==> src/rtl/swp_pkg.sv <==
package swp_pkg;

  // Matcher progress through the keyed sequences.
  typedef enum logic [2:0] {
    ST_IDLE = 3'd0,
    ST_K1   = 3'd1,  // first key byte seen
    ST_K2   = 3'd2,  // second key byte seen
    ST_D3   = 3'd3,  // unlock path: 0x80 seen
    ST_D4   = 3'd4,  // unlock path: repeated first key seen
    ST_D5   = 3'd5   // unlock path: repeated second key seen
  } seq_st_e;

  // What the current write turned out to be.
  typedef enum logic [2:0] {
    ACT_NONE = 3'd0,
    ACT_DATA = 3'd1,
    ACT_STEP = 3'd2,
    ACT_ON   = 3'd3,
    ACT_OFF  = 3'd4
  } seq_act_e;

  // Key indices into the decoded hit vector.
  localparam int unsigned K_FIRST  = 0;  // 0xAA at address A
  localparam int unsigned K_SECOND = 1;  // 0x55 at address B
  localparam int unsigned K_LOCK   = 2;  // 0xA0 at address A
  localparam int unsigned K_UNPFX  = 3;  // 0x80 at address A
  localparam int unsigned K_UNLOCK = 4;  // 0x20 at address A
  localparam int unsigned N_KEYS   = 5;

endpackage

==> src/rtl/swp_key_decode.sv <==
module swp_key_decode #(
  parameter int unsigned ADDR_W = 15,
  parameter int unsigned DATA_W = 8,
  parameter logic [ADDR_W-1:0] ADDR_A = 'h5555,
  parameter logic [ADDR_W-1:0] ADDR_B = 'h2AAA,
  parameter logic [DATA_W-1:0] CODE_FIRST  = 'hAA,
  parameter logic [DATA_W-1:0] CODE_SECOND = 'h55,
  parameter logic [DATA_W-1:0] CODE_LOCK   = 'hA0,
  parameter logic [DATA_W-1:0] CODE_UNPFX  = 'h80,
  parameter logic [DATA_W-1:0] CODE_UNLOCK = 'h20
) (
  input  logic [ADDR_W-1:0]           addr,
  input  logic [DATA_W-1:0]           data,
  output logic [swp_pkg::N_KEYS-1:0]  hits
);
  import swp_pkg::*;

  function automatic logic [ADDR_W-1:0] key_addr(input int unsigned idx);
    return (idx == K_SECOND) ? ADDR_B : ADDR_A;
  endfunction

  function automatic logic [DATA_W-1:0] key_data(input int unsigned idx);
    case (idx)
      K_FIRST:  return CODE_FIRST;
      K_SECOND: return CODE_SECOND;
      K_LOCK:   return CODE_LOCK;
      K_UNPFX:  return CODE_UNPFX;
      default:  return CODE_UNLOCK;
    endcase
  endfunction

  function automatic logic key_match(input logic [ADDR_W-1:0] a,
                                     input logic [DATA_W-1:0] d,
                                     input logic [ADDR_W-1:0] ka,
                                     input logic [DATA_W-1:0] kd);
    return (a == ka) && (d == kd);
  endfunction

  for (genvar i = 0; i < N_KEYS; i++) begin : g_key
    assign hits[i] = key_match(addr, data, key_addr(i), key_data(i));
  end

endmodule

==> src/rtl/swp_seq_fsm.sv <==
module swp_seq_fsm (
  input  logic                       clk,
  input  logic                       rst_n,
  input  logic                       clr,
  input  logic                       wr_valid,
  input  logic                       win_open,
  input  logic [swp_pkg::N_KEYS-1:0] hits,
  output swp_pkg::seq_act_e          act,
  output logic                       in_seq
);
  import swp_pkg::*;

  seq_st_e st_q, st_d;

  always_comb begin
    st_d = st_q;
    act  = ACT_NONE;
    if (wr_valid && win_open) begin
      act  = ACT_DATA;
      st_d = ST_IDLE;
    end else if (wr_valid) begin
      act  = ACT_DATA;
      st_d = ST_IDLE;
      unique case (st_q)
        ST_IDLE: if (hits[K_FIRST])  begin act = ACT_STEP; st_d = ST_K1; end
        ST_K1:   if (hits[K_SECOND]) begin act = ACT_STEP; st_d = ST_K2; end
        ST_K2: begin
          if (hits[K_LOCK])       begin act = ACT_ON;   st_d = ST_IDLE; end
          else if (hits[K_UNPFX]) begin act = ACT_STEP; st_d = ST_D3;   end
        end
        ST_D3:   if (hits[K_FIRST])  begin act = ACT_STEP; st_d = ST_D4; end
        ST_D4:   if (hits[K_SECOND]) begin act = ACT_STEP; st_d = ST_D5; end
        ST_D5:   if (hits[K_UNLOCK]) begin act = ACT_OFF;  st_d = ST_IDLE; end
        default: ;
      endcase
    end
  end

  always_ff @(posedge clk or negedge rst_n) begin
    if (!rst_n)                 st_q <= ST_IDLE;
    else if (clr || win_open)   st_q <= ST_IDLE;
    else                        st_q <= st_d;
  end

  assign in_seq = (st_q != ST_IDLE);

endmodule

==> src/rtl/swp_prot_reg.sv <==
module swp_prot_reg (
  input  logic clk,
  input  logic rst_n,
  input  logic clr,
  input  logic set_on,
  input  logic set_off,
  input  logic win_close,
  output logic prot_q,
  output logic win_q
);

  always_ff @(posedge clk or negedge rst_n) begin
    if (!rst_n) begin
      prot_q <= 1'b0;
      win_q  <= 1'b0;
    end else if (clr) begin
      prot_q <= 1'b0;
      win_q  <= 1'b0;
    end else if (set_on) begin
      prot_q <= 1'b1;
      win_q  <= 1'b1;
    end else begin
      if (set_off)   prot_q <= 1'b0;
      if (win_close) win_q  <= 1'b0;
    end
  end

endmodule

==> src/rtl/swp_wr_gate.sv <==
module swp_wr_gate #(
  parameter int unsigned ADDR_W = 15,
  parameter int unsigned DATA_W = 8
) (
  input  logic              clk,
  input  logic              rst_n,
  input  logic              is_data,
  input  logic              permit,
  input  logic              clr,
  input  logic [ADDR_W-1:0] addr,
  input  logic [DATA_W-1:0] data,
  output logic              arr_we,
  output logic [ADDR_W-1:0] arr_addr,
  output logic [DATA_W-1:0] arr_data
);

  logic store;
  assign store = is_data && permit && !clr;

  always_ff @(posedge clk or negedge rst_n) begin
    if (!rst_n) begin
      arr_we   <= 1'b0;
      arr_addr <= '0;
      arr_data <= '0;
    end else begin
      arr_we <= store;
      if (store) begin
        arr_addr <= addr;
        arr_data <= data;
      end
    end
  end

endmodule

==> src/rtl/swp_cmd_detect.sv <==
module swp_cmd_detect #(
  parameter int unsigned ADDR_W = 15,
  parameter int unsigned DATA_W = 8,
  parameter logic [ADDR_W-1:0] ADDR_A = 'h5555,
  parameter logic [ADDR_W-1:0] ADDR_B = 'h2AAA
) (
  input  logic              clk,
  input  logic              rst_n,
  input  logic              prot_clr,
  input  logic              wr_valid,
  input  logic [ADDR_W-1:0] wr_addr,
  input  logic [DATA_W-1:0] wr_data,
  input  logic              window_end,
  output logic              arr_we,
  output logic [ADDR_W-1:0] arr_addr,
  output logic [DATA_W-1:0] arr_data,
  output logic              wr_permit,
  output logic              prot_on
);
  import swp_pkg::*;

  logic [N_KEYS-1:0] key_hits;
  seq_act_e          seq_act;
  logic              in_seq;
  logic              win_q;

  // Named events for the checker.
  logic evt_step, evt_on, evt_off, evt_data, evt_abort, evt_cmd;

  swp_key_decode #(
    .ADDR_W(ADDR_W), .DATA_W(DATA_W), .ADDR_A(ADDR_A), .ADDR_B(ADDR_B)
  ) u_dec (
    .addr (wr_addr),
    .data (wr_data),
    .hits (key_hits)
  );

  swp_seq_fsm u_fsm (
    .clk      (clk),
    .rst_n    (rst_n),
    .clr      (prot_clr),
    .wr_valid (wr_valid),
    .win_open (win_q),
    .hits     (key_hits),
    .act      (seq_act),
    .in_seq   (in_seq)
  );

  assign evt_step  = (seq_act == ACT_STEP);
  assign evt_on    = (seq_act == ACT_ON);
  assign evt_off   = (seq_act == ACT_OFF);
  assign evt_data  = (seq_act == ACT_DATA);
  assign evt_abort = evt_data && in_seq;
  assign evt_cmd   = evt_step || evt_on || evt_off;

  swp_prot_reg u_prot (
    .clk       (clk),
    .rst_n     (rst_n),
    .clr       (prot_clr),
    .set_on    (evt_on),
    .set_off   (evt_off),
    .win_close (window_end),
    .prot_q    (prot_on),
    .win_q     (win_q)
  );

  assign wr_permit = !prot_on || win_q;

  swp_wr_gate #(.ADDR_W(ADDR_W), .DATA_W(DATA_W)) u_gate (
    .clk      (clk),
    .rst_n    (rst_n),
    .is_data  (evt_data),
    .permit   (wr_permit),
    .clr      (prot_clr),
    .addr     (wr_addr),
    .data     (wr_data),
    .arr_we   (arr_we),
    .arr_addr (arr_addr),
    .arr_data (arr_data)
  );

endmodule

==> config.mk <==
export PLATFORM = sky130hd
export DESIGN_NAME = swp_cmd_detect
export DESIGN_NICKNAME = d
export VERILOG_FILES = /design/src/rtl/swp_pkg.sv /design/src/rtl/swp_key_decode.sv /design/src/rtl/swp_seq_fsm.sv /design/src/rtl/swp_prot_reg.sv /design/src/rtl/swp_wr_gate.sv /design/src/rtl/swp_cmd_detect.sv
export SDC_FILE = /design/constraint.sdc
export NUM_CORES = 1
export LEC_CHECK = 0
export BUFFER_PORTS_ARGS = -buffer_cell sky130_fd_sc_hd__buf_2
export CAP_MARGIN = 40
export CORE_MARGIN = 2
export CORE_UTILIZATION = 47
export CTS_BUF_LIST = sky130_fd_sc_hd__clkbuf_4 sky130_fd_sc_hd__clkbuf_8
export CTS_CLUSTER_SIZE = 25
export DETAILED_ROUTE_END_ITERATION = 6
export PLACE_DENSITY = 0.86
export SYNTH_ARGS = -nofsm -noshare
export SYNTH_HDL_FRONTEND = slang
export SYNTH_SLANG_ARGS = --single-unit
==> constraint.sdc <==
create_clock -name clk -period 1.94 [get_ports clk]
set_input_delay 0.194 -clock clk [delete_from_list [all_inputs] [get_ports clk]]
set_output_delay 0.194 -clock clk [all_outputs]
set_load 0.1 [all_outputs]
-- After elaboration in Yosys (flattened, before gate mapping)
Index checks and enable logic that the tools add are counted.
- equal/unequal tests: 15
- multiplexer cells: 24
- reduce and logical (&&, ||, !) cells: 18
- operators by type and width (operator ; number):
    2-to-1 mux 3 bit ; 10
    equality test 8 bit, second input constant ; 3
    equality test 15 x 14 -> 1 bit, second input constant ; 1
    equality test 15 bit, second input constant ; 1
    case mux 3 bit (5 select lines) ; 1
    case mux 3 bit (4 select lines) ; 1
    2-to-1 mux 2 bit ; 5
    equality test 3 x 2 -> 1 bit, second input constant ; 3
    equality test 3 bit, second input constant ; 3
    nonzero test 3 bit ; 3
    equality test 8 x 6 -> 1 bit, second input constant ; 1
    equality test 8 x 7 -> 1 bit, second input constant ; 1
    logical AND 1 bit ; 8
    2-to-1 mux 1 bit ; 7
    equality test 3 x 1 -> 1 bit, second input constant ; 2
    OR reduction 2 bit ; 2
    zero test 3 bit ; 1
    zero test 1 bit ; 2
    logical OR 1 bit ; 2
- register bits after elaboration: 29
- bits of input ports: 28
- logic and storage cells: 63

-- Longest topological paths before layout
- word-level depth: 11
- gate-level depth with buffers: 8
- gate-level depth less buffers: 6

-- Hierarchy
A second synthesis with hierarchy kept.
- cell total of the unflattened synthesis: 135
- area total of the unflattened synthesis: 1662.8 um^2
- by module, submodules not included (module ; times used ; cells an instance ; area an instance (um^2)):
    swp_wr_gate ; 1 ; 51 ; 977.2
    swp_seq_fsm ; 1 ; 48 ; 367.9
    swp_key_decode ; 1 ; 25 ; 210.2
    swp_prot_reg ; 1 ; 7 ; 76.3
    swp_cmd_detect ; 1 ; 4 ; 31.3

-- Worst setup path after synthesis
Ideal clock, no wire load.
- path kind: flip-flop to flip-flop
- start point: reg u_prot.prot_q
- end point: reg u_gate.arr_addr[10]
- data arrival time: 2.684 ns
- data required time: 1.815 ns
- setup slack: -0.869 ns
- stages on the path, launching flop included: 5
- path buffers: 1
- clock period less this slack: 2.809 ns
- path through: dfrtp_1 > nand2b_1 > nand4_4 > buf_12 > mux2_4
- word-level cells in the longest chain between the ends: 4
- RTL lines (element ; RTL line ; source):
    start, declared ; swp_prot_reg.sv:8 ; output logic prot_q,
    start signal, assigned ; swp_prot_reg.sv:14 ; prot_q <= 1'b0;
    start signal, assigned ; swp_prot_reg.sv:17 ; prot_q <= 1'b0;
    start signal, assigned ; swp_prot_reg.sv:20 ; prot_q <= 1'b1;
    zero test 1 bit ; swp_cmd_detect.sv:67 ; assign wr_permit = !prot_on || win_q;
    logical OR 1 bit ; swp_cmd_detect.sv:67 ;
    net wr_permit ; swp_cmd_detect.sv:17 ; output logic wr_permit,
    logical AND 1 bit (2 in series) ; swp_wr_gate.sv:18 ; assign store = is_data && permit && !clr;
    end signal, assigned ; swp_wr_gate.sv:28 ; arr_addr <= addr;
    end, declared ; swp_wr_gate.sv:13 ; output logic [ADDR_W-1:0] arr_addr,
The timed path passes the listed nets, and every way through them passes these cells.
A chain may end at the register's enable or synchronous reset.

-- Worst setup path in the final report
- start point: reg u_fsm.st_q[0]
- end point: reg u_gate.arr_addr[7]
- word-level cells in the longest chain between the ends: 8
- RTL lines (element ; RTL line ; source):
    start, declared ; swp_seq_fsm.sv:13 ; seq_st_e st_q, st_d;
    start signal, assigned ; swp_seq_fsm.sv:42 ; else st_q <= st_d;
    equality test 3 x 1 -> 1 bit (tied with other cells) ; swp_seq_fsm.sv:24 ; unique case (st_q)
    OR reduction 2 bit (no line) ; -- ;
    case mux 3 bit (4 select lines) * ; swp_seq_fsm.sv:24 ;
    2-to-1 mux 3 bit * ; swp_seq_fsm.sv:21 ; end else if (wr_valid) begin
    2-to-1 mux 3 bit * ; swp_seq_fsm.sv:18 ; if (wr_valid && win_open) begin
    equality test 3 x 1 -> 1 bit * ; swp_cmd_detect.sv:52 ; assign evt_data = (seq_act == ACT_DATA);
    logical AND 1 bit * (2 in series) ; swp_wr_gate.sv:18 ;
Every way passes the cells marked *; elsewhere a longest branch is shown, timed or not.

==> qor.yml <==
maximum_number_of_pins_on_one_net_before_global_route_repair: 30
postSynthCellCount: 135
die-height_um: 62.67
post_synthesis_compound_gate_area_fraction_pct: 7.734
post_synth_instance_area_um2: 1618
intPower_mw: 1.025
drv_cap: 0
cp.required_ns: 2.17
design_power_total_mw: 1.956
avgSynthCellArea_um2: 11.98
worst_slack_ns: -0.05946
ys_top_cells_by_area: "sky130_fd_sc_hd__dfrtp_1, sky130_fd_sc_hd__mux2_4, sky130_fd_sc_hd__mux2_2"
placement.cell_area_um2: 2098
wl_met3_um: 319
power_per_cell_area_nw_per_um2: 843.9
first_global_vias: 1425
cts_num_sinks: 29
floorplan.initialDensity_pct: 48.87
setup_repair_after_global_routing_missed_its_margin: "yes"
arrival_time_of_the_worst_setup_path_ns: 2.23
post_synth_and_or_nand_nor_area_fraction_pct: 21.73
drt-initial-drc-count: 83
worst_slew_margin_rel_pct: 57.04
postSynth.topFlopCell: "sky130_fd_sc_hd__dfrtp_1"
netSwitchingFraction_pct: 47.60
vdd_drop_max_mv: 0.6626
failed_checks: "setup timing"
antenna_left: 0
grt-ovfl-total: 0
p_leak_nw: 1.130
diodes: 0
floorplan.die.width_um: 62.67
share_comb_of_total_power_pct: 45.0
io_pins: 54
synthArstFlopShare_pct: 100.0
preCtsSetupSlack_ns: -0.2535
power_frac_seq_pct: 36.7
cts_buffer_depth: 2
design.die.area_um2: 3928
clock-root-buffer: "sky130_fd_sc_hd__clkbuf_4"
clock_power_share_pct: 18.3
rows: 21
detailroute.via_count: 1514
routed_via_density: 5.628
hold_path_class: "in -> reg"
worst_clock_skew_ns: 0.004101
finalWeightedCongestion: 0.9122
synth_common_cells: "sky130_fd_sc_hd__dfrtp_1, sky130_fd_sc_hd__mux2_4, sky130_fd_sc_hd__o21ai_0"
report.final.slew_viol_count: 0
final_layout_size_suffix_gt1_share_pct: 59.64
number_of_buffers_inserted_during_clock_tree_synthesis: 5
max_clock_freq_mhz: 500.1
top_signal_layer_used: "met4"
final_cell_area_um2: 2317
post-route-drc-count: 0
synth_area_leader_cell: "sky130_fd_sc_hd__dfrtp_1"
seq_area_frac_synth_pct: 44.86
timing.final.crit_share_pct: 103.1
muxShareOfSynthArea_pct: 21.11
final_period_minus_worst_setup_slack_ns: 1.999
synth-warning-count: 0
timing.setup.tns_ns: -0.9471
outcome: "finished with violations"
largest_family_of_logic_cells_by_synthesized_area: "simple AND/OR/NAND/NOR gates"
synthAdderAreaFrac_pct: 0
clkSlewWorstSetupHoldPaths_ns: 0.09
core_region_area_um2: 3311
tightest_slew_ns: 0.6445
setup_violations: 23
tritoncts_clock_tree: "done"
clkLatencyLatePin_ns: 0.34
finish.net_count: 250
detailedRoute.firstPassIterationCount: 4
hold_viol: 0
setup.worst_path.start_class: "flip-flop"
crit_type: "reg -> reg"
grt_pass1_wl_um: 7038
synth_top_area_share_pct: 44.86
met2RoutedLength_um: 2226
timing.critical_path.fanout_max: 5
synthXorXnorAreaFrac_pct: 0.5414
routedWlPerCell_um: 17.35
count_of_cell_types_in_the_netlist: 33
dpl.hpwl_um: 3132
buffer_ports.inserted: 53
detail_route.wirelength.met1_um: 1985
synth_seq_cells: 29
wl_um: 4666
synthToLayoutAreaGrowth_pct: 43.23
synth_nets: 163
crit_path_end_kind: "flip-flop"
power.switching_mw: 0.9309
grt_antenna_before_repair: 0
cts-htree-levels: 2
synthMostInstantiatedCell: "sky130_fd_sc_hd__dfrtp_1"
count_of_flip_flops_with_a_built_in_enable_after_synthesis: 0
groute.usage.overall_pct: 23.67
[sequential cells by signal (all words and copies together), names as in the netlist]
register	flops
u_gate.arr_we	1
u_gate.arr_data	8
u_fsm.st_q	3
u_prot.prot_q	1
u_prot.win_q	1
u_gate.arr_addr	15
[through the flow]
stage | hold WS [ns] | std cells | utilization [%]
after floorplan | -0.1016 | 135 | -
after global placement | 0.2359 | 252 | 63.38
after detailed placement | 0.2449 | 252 | 63.38
after CTS | 0.06261 | 262 | 65.80
after global routing | 0.06530 | 269 | 69.99
final | 0.08726 | 269 | 69.99
[final cells by class]
| type | count | area [um^2] |
|---|---|---|
| Sequential cell | 29 | 728.2 |
| Timing Repair Buffer | 85 | 570.5 |
| Clock buffer | 5 | 37.54 |
| Clock inverter | 3 | 17.52 |
| Tap cell | 46 | 57.56 |
| Fill cell | 252 | 993.5 |
| Multi-Input combinational cell | 98 | 894.6 |
| Inverter | 3 | 11.26 |
[worst paths after layout]
kind / from / endpoint / slack (ns) / cells after the start
worst min-delay path: prot_clr / u_prot.win_q / 0.09 / 2
worst max register to register: u_fsm.st_q[0] / u_gate.arr_addr[7] / -0.06 / 7
min in group asynchronous: rst_n / u_gate.arr_data[5] / 0.41 / 2
worst max-delay path: u_fsm.st_q[0] / u_gate.arr_addr[7] / -0.06 / 7
worst min register to register: u_gate.arr_addr[11] / u_gate.arr_addr[11] / 0.51 / 1
max in group asynchronous: rst_n / u_prot.prot_q / 1.08 / 2
[cell families after synthesis]
group	Yosys count
flops	29
compound gates	19
simple gates	54
buf+inv	8
mux	24
xor+xnor	1
[placed cells by master (no fill, tap or decap), types with 3 or more instances in the layout]
cell                       netlist  routed
sky130_fd_sc_hd__buf_2           2      53
sky130_fd_sc_hd__dfrtp_1        29      27
sky130_fd_sc_hd__buf_4           0      25
sky130_fd_sc_hd__mux2_4         19      24
sky130_fd_sc_hd__o21ai_0         8       8
sky130_fd_sc_hd__nor2_1          7       7
sky130_fd_sc_hd__nand2_1         7       6
sky130_fd_sc_hd__nor3_1          5       5
sky130_fd_sc_hd__nand4_1         5       5
sky130_fd_sc_hd__clkbuf_4        0       5
sky130_fd_sc_hd__nor3b_1         3       3
sky130_fd_sc_hd__nor2b_1         4       3
sky130_fd_sc_hd__nand3_1         3       3
sky130_fd_sc_hd__inv_1           3       3
sky130_fd_sc_hd__a21oi_1         4       3
[per-layer routing]
| metal | vias to the layer above | global-route usage, % |
|---|---|---|
| met5 | - | 0 |
| met4 | 0 | 11.39 |
| met3 | 26 | 6.126 |
| met2 | 80 | 36.69 |
| met1 | 728 | 30.94 |
| li1 | 680 | - |
[power by group through the flow]
| stage | clock, mW | combinational [mW] | sequential (mW) |
|---|---|---|---|
| 4_1_cts | 0.368 | 0.854 | 0.716 |
| 5_1_grt | 0.401 | 0.902 | 0.726 |
| 6_report | 0.357 | 0.880 | 0.718 |
| 2_1_floorplan | 0 | 0.145 | 1.26 |
| 3_3_place_gp | 0 | 0.840 | 0.725 |
| 3_5_place_dp | 0 | 0.850 | 0.728 |
[worst max-delay path, stage by stage (launching register included)]
cell and delay (ns):
sky130_fd_sc_hd__dfrtp_1 0.44, sky130_fd_sc_hd__nand2b_4 0.17, sky130_fd_sc_hd__o32ai_2 0.22, sky130_fd_sc_hd__nand3_1 0.18
sky130_fd_sc_hd__o22a_4 0.26, sky130_fd_sc_hd__nand4_4 0.14, sky130_fd_sc_hd__clkbuf_16 0.19, sky130_fd_sc_hd__mux2_4 0.29
[timing repair]
action,4_1_cts,5_1_grt
pin swaps,1,2
hold buffers,1,0
gates cloned,0,3
resized for setup,1,13
setup endpoints to repair,9,23
hold endpoints to repair,29,0
setup buffers,1,4
Note: power is estimated with default switching activity, not from simulation.
